--- src/rtl/pla_seq_pkg.sv ---
package pla_seq_pkg;
  // Phase code: bit 1 drives the true-line control, bit 0 the complement-line control
  typedef enum logic [1:0] {
    PH_IDLE = 2'b00,
    PH_TRUE = 2'b01,
    PH_COMP = 2'b10,
    PH_OR   = 2'b11
  } phase_t;
endpackage

--- src/rtl/pla_rst_sync.sv ---
module pla_rst_sync #(
  parameter int STAGES = 2
) (
  input  logic clk,
  input  logic rst_n,
  output logic rst_sync_n
);
  logic [STAGES-1:0] sync_q;

  always_ff @(posedge clk or negedge rst_n) begin
    if (!rst_n) sync_q <= '0;
    else        sync_q <= {sync_q[STAGES-2:0], 1'b1};
  end

  assign rst_sync_n = sync_q[STAGES-1];
endmodule

--- src/rtl/pla_row_ring.sv ---
module pla_row_ring #(
  parameter int RW    = 5,
  parameter int LEN_A = 5,
  parameter int LEN_B = 4
) (
  input  logic          clk,
  input  logic          arst_n,
  input  logic          step,
  input  logic          load,
  input  logic          bg_run,
  input  logic          bg_load,
  input  logic          use_b,
  output logic [RW-1:0] pat,
  output logic          wrap
);
  logic [RW-1:0] pat_q, pat_d, rot_a, rot_sel;
  logic          tap;
  logic          en;

  // rotation over the first LEN_A cells, upper cells held
  always_comb begin
    rot_a    = pat_q;
    rot_a[0] = pat_q[LEN_A-1];
    for (int i = 1; i < LEN_A; i++) rot_a[i] = pat_q[i-1];
  end

  generate
    if (LEN_A == LEN_B) begin : g_single_tap
      assign rot_sel = rot_a;
      assign tap     = pat_q[LEN_A-1];
    end else begin : g_dual_tap
      logic [RW-1:0] rot_b;
      always_comb begin
        rot_b    = pat_q;
        rot_b[0] = pat_q[LEN_B-1];
        for (int i = 1; i < LEN_B; i++) rot_b[i] = pat_q[i-1];
      end
      assign rot_sel = use_b ? rot_b : rot_a;
      assign tap     = use_b ? pat_q[LEN_B-1] : pat_q[LEN_A-1];
    end
  endgenerate

  // marker sits in the last active cell
  assign wrap = (tap != bg_run);
  assign en   = load | step;

  always_comb begin
    if (load) pat_d = {{(RW-1){bg_load}}, ~bg_load};
    else      pat_d = rot_sel;
  end

  always_ff @(posedge clk or negedge arst_n) begin
    if (!arst_n)  pat_q <= '0;
    else if (en)  pat_q <= pat_d;
  end

  assign pat = pat_q;
endmodule

--- src/rtl/pla_col_ring.sv ---
module pla_col_ring #(
  parameter int CW = 6
) (
  input  logic          clk,
  input  logic          arst_n,
  input  logic          step,
  input  logic          load,
  output logic [CW-1:0] pat,
  output logic          at_last
);
  logic [CW-1:0] pat_q, pat_d;
  logic          en;

  assign en = load | step;

  always_comb begin
    if (load) pat_d = {{(CW-1){1'b1}}, 1'b0};
    else      pat_d = {pat_q[CW-2:0], pat_q[CW-1]};
  end

  always_ff @(posedge clk or negedge arst_n) begin
    if (!arst_n) pat_q <= '0;
    else if (en) pat_q <= pat_d;
  end

  assign pat     = pat_q;
  assign at_last = ~pat_q[CW-1];
endmodule

--- src/rtl/pla_phase_ctrl.sv ---
module pla_phase_ctrl
  import pla_seq_pkg::*;
(
  input  logic       clk,
  input  logic       arst_n,
  input  logic       test_init,
  input  logic       row_wrap,
  input  logic       col_last,
  output logic [1:0] phase,
  output logic       done,
  output logic       row_step,
  output logic       col_step,
  output logic       ring_load,
  output logic       bg_run,
  output logic       bg_load,
  output logic       use_or_tap,
  output logic       sel_true_n,
  output logic       sel_comp_n,
  output logic       sel_or_n
);
  phase_t phase_q, phase_d;
  logic   done_q, done_d;
  logic   idle, start, run, adv_col, fin, en;

  assign idle    = (phase_q == PH_IDLE) && !done_q;
  assign start   = test_init && idle;
  assign run     = test_init && !done_q && (phase_q != PH_IDLE);
  assign adv_col = run && row_wrap;
  assign fin     = adv_col && col_last;
  assign en      = start | fin;

  always_comb begin
    phase_d = phase_q;
    done_d  = done_q;
    if (start) begin
      phase_d = PH_TRUE;
    end else if (fin) begin
      if (phase_q == PH_OR) done_d = 1'b1;
      else                  phase_d = phase_t'(phase_q + 2'd1);
    end
  end

  always_ff @(posedge clk or negedge arst_n) begin
    if (!arst_n) begin
      phase_q <= PH_IDLE;
      done_q  <= 1'b0;
    end else if (en) begin
      phase_q <= phase_d;
      done_q  <= done_d;
    end
  end

  assign ring_load  = start | (fin && (phase_q != PH_OR));
  assign row_step   = run && !fin;
  assign col_step   = adv_col && !fin;
  assign bg_run     = phase_q[1];
  assign bg_load    = phase_d[1];
  assign use_or_tap = (phase_q == PH_OR);

  assign sel_true_n = phase_q[1] & test_init;
  assign sel_comp_n = phase_q[0] & test_init;
  assign sel_or_n   = ~(test_init & phase_q[1] & phase_q[0]);

  assign phase = phase_q;
  assign done  = done_q;
endmodule

--- src/rtl/pla_test_seq.sv ---
module pla_test_seq #(
  parameter int L = 4,
  parameter int M = 5,
  parameter int N = 3
) (
  input  logic                         clk,
  input  logic                         rst_n,
  input  logic                         test_init,
  output logic [((L > N) ? L : N):0]   row_pat,
  output logic [M:0]                   col_pat,
  output logic                         sel_true_n,
  output logic                         sel_comp_n,
  output logic                         sel_or_n,
  output logic                         done
);
  localparam int RW = ((L > N) ? L : N) + 1;
  localparam int CW = M + 1;

  logic       rst_sync_n;
  logic       row_wrap, col_last;
  logic [1:0] phase;
  logic       row_step, col_step, ring_load;
  logic       bg_run, bg_load, use_or_tap;

  pla_rst_sync #(.STAGES(2)) u_rst (
    .clk        (clk),
    .rst_n      (rst_n),
    .rst_sync_n (rst_sync_n)
  );

  pla_phase_ctrl u_ctrl (
    .clk        (clk),
    .arst_n     (rst_sync_n),
    .test_init  (test_init),
    .row_wrap   (row_wrap),
    .col_last   (col_last),
    .phase      (phase),
    .done       (done),
    .row_step   (row_step),
    .col_step   (col_step),
    .ring_load  (ring_load),
    .bg_run     (bg_run),
    .bg_load    (bg_load),
    .use_or_tap (use_or_tap),
    .sel_true_n (sel_true_n),
    .sel_comp_n (sel_comp_n),
    .sel_or_n   (sel_or_n)
  );

  pla_row_ring #(.RW(RW), .LEN_A(L + 1), .LEN_B(N + 1)) u_row (
    .clk     (clk),
    .arst_n  (rst_sync_n),
    .step    (row_step),
    .load    (ring_load),
    .bg_run  (bg_run),
    .bg_load (bg_load),
    .use_b   (use_or_tap),
    .pat     (row_pat),
    .wrap    (row_wrap)
  );

  pla_col_ring #(.CW(CW)) u_col (
    .clk     (clk),
    .arst_n  (rst_sync_n),
    .step    (col_step),
    .load    (ring_load),
    .pat     (col_pat),
    .at_last (col_last)
  );
endmodule

--- config.mk ---
export PLATFORM = sky130hd
export DESIGN_NAME = pla_test_seq
export DESIGN_NICKNAME = d
export VERILOG_FILES = /design/src/rtl/pla_seq_pkg.sv /design/src/rtl/pla_rst_sync.sv /design/src/rtl/pla_row_ring.sv /design/src/rtl/pla_col_ring.sv /design/src/rtl/pla_phase_ctrl.sv /design/src/rtl/pla_test_seq.sv
export SDC_FILE = /design/constraint.sdc
export NUM_CORES = 1
export LEC_CHECK = 0
export BUFFER_PORTS_ARGS = -buffer_cell sky130_fd_sc_hd__buf_2
export CAP_MARGIN = 40
export CELL_PAD_IN_SITES_DETAIL_PLACEMENT = 1
export CELL_PAD_IN_SITES_GLOBAL_PLACEMENT = 2
export CORE_ASPECT_RATIO = 1.4
export CORE_MARGIN = 3
export CORE_UTILIZATION = 32
export CTS_BUF_LIST = sky130_fd_sc_hd__clkbuf_16
export DETAILED_ROUTE_END_ITERATION = 6
export PLACE_DENSITY = 0.75
export SLEW_MARGIN = 20
export SYNTH_ARGS = -nofsm -noshare
export SYNTH_HDL_FRONTEND = slang
export SYNTH_HIERARCHICAL = 1
export SYNTH_SLANG_ARGS = --single-unit
--- constraint.sdc ---
create_clock -name clk -period 1.3 [get_ports clk]
set_clock_uncertainty 0.1 [all_clocks]
set_input_delay 0.195 -clock clk [delete_from_list [all_inputs] [get_ports clk]]
set_output_delay 0.195 -clock clk [all_outputs]
set_load 0.1 [all_outputs]
==> qor.txt <==
Util after Layout - 68.18%
HPWL after DPL - 1535 µm
Tcrit/Tclk final - 170.3%
std cell rows - 20
Max Slew Vio Count - 0
Core Region - 2202 µm²
clock buffer depth - 2
vias per inst - 4.948
# fillers - 202
Crit path required time - 1330 ps
aggregate routed wire length - 2454 µm
area occupied by multi-input gates - 407.9 µm²
TritonCTS Buffers - 3
Die W - 46.94 µm
clk sinks - 16
Setup violations, final - 19
later-pin clock latency in the skew report - 250 ps
I/O pins - 18
pre-CTS WS - -977.1 ps
Worst-path clk slew - 50 ps
f_max - 451.7 MHz
M1 wire length - 927 µm
worst hold-check path type - reg -> async
setup TNS - -11400 ps
failing checks - negative setup slack
Final Hold Viols - 0
Area Growth Syn to Fin - 100.0%
first-pass GRT wire length - 3912 µm
WL/cell - 18.18 µm
RSZ-0062 raised after global routing - yes
pin count of the biggest net entering global routing - 10
CTS tree - done
drt pass-1 iters - 4
# port buffers - 17
WP data arrival - 2240 ps
final instance area - 1501 µm²
Initial DRC Count - 9
DR top layer - met4
Post-Synthesis Cells - 65
Post-Syn Nets - 68
Post-DRT Antenna Nets - 0
synthesized area - 750.7 µm²
Final Critical Period - 2214 ps
Max-Cap Viols - 0
via count - 668
nets@finish - 117
DR WL met2 - 1405 µm
met3 wire length - 65 µm
outcome - finished with violations
vias in the first global route - 810
Setup WS post-layout - -913.7 ps
Starting Density - 34.09%
YS warnings - 6
# diodes - 0
Die Y - 63.31 µm
Tot GR Track Use - 18.82%
Setup Crit Path Kind - reg -> reg
crit path max fanout - 5
CTS H-tree lvls - 1
Residual DRC - 0
syn avg cell area - 11.55 µm²
GP Congestion - 0.7310
Crit. End Element - flop
placed cell area - 1242 µm²
share of cells above drive strength 1 - 61.06%
total gr overflow - 0
Die Area - 2971 µm²
CTS root buffer - clkbuf_16
FF+latch area - 410.4 µm²
antenna violations before repair - 0
Worst Setup Start Kind - flop
## placed cells by master, fill, tap and decap left out, types with 2 or more instances in the layout
cell / n
buf_4: 18
buf_12: 16
dfrtp_1: 12
buf_6: 8
nand2_1: 5
mux2i_1: 4
clkbuf_16: 3
inv_1: 3
and2_4: 3
nand2b_1: 3
mux2_2: 3
o21a_1: 3
buf_2: 2
dfrtp_2: 2
dfrtp_4: 2
## routing by layer
metal,GRT usage [%],up-vias
li1,-,322
met5,0,-
met2,32.31,9
met4,9.343,0
met3,2.857,4
met1,21.04,333
## worst max-delay path, cell delays in order, from the launching register on
cell     delay, ps
dfrtp_1        380
and2_4         180
mux2i_4        200
xnor2_2        220
nand2_2        110
maj3_2         330
nor2_4         140
or2b_4         320
o311a_1        120
## stage by stage
step,cells,hold WS [ps]
3_5_place_dp,121,-118.4
4_1_cts,131,30.14
2_1_floorplan,65,-200.6
6_report,135,21.87
5_1_grt,135,39.63
3_3_place_gp,121,-120.8
## area by class of cell
cell class,instances,share of cell area [%]
flip-flops and latches,16,27.33
clock buffers,3,5.000
repair buffers,45,37.67
inverters,3,0.7500
clock inverters,1,0.2500
well taps,22,1.833
multi-input cells,45,27.17
## registers in the layout (all words and copies together), names as in the netlist
register	cells
u_rst/sync_q	2
u_col/pat	6
u_ctrl/done	1
u_row/pat	5
u_ctrl/phase	2
## worst paths after layout
path / start / to / slack [ps] / cells past startpoint
setup / recovery: u_ctrl/phase[0] / u_row/pat[4] / -910 / 8
hold / removal: u_rst/sync_q[1] / u_col/pat[1] / 20 / 0
setup reg to reg: u_ctrl/phase[0] / u_row/pat[4] / -910 / 8
hold reg to reg: u_rst/sync_q[1] / u_col/pat[1] / 20 / 0
max in group asynchronous: u_rst/sync_q[1] / u_row/pat[3] / 720 / 1
min in group clk: u_rst/sync_q[0] / u_rst/sync_q[1] / 260 / 0
## what timing repair did
item / in CTS / in global routing
pin swaps: 3 / 7
hold buffers: 1 / 0
resized for setup: 13 / 12
buffers inserted: 5 / 5
endpoints found under the setup margin: 19 / 19
endpoints found under the hold margin: 2 / 0
Power is left out: the tool's default activity adds up to more than one toggle a clock period on the data nets, which glitch-free logic cannot reach.
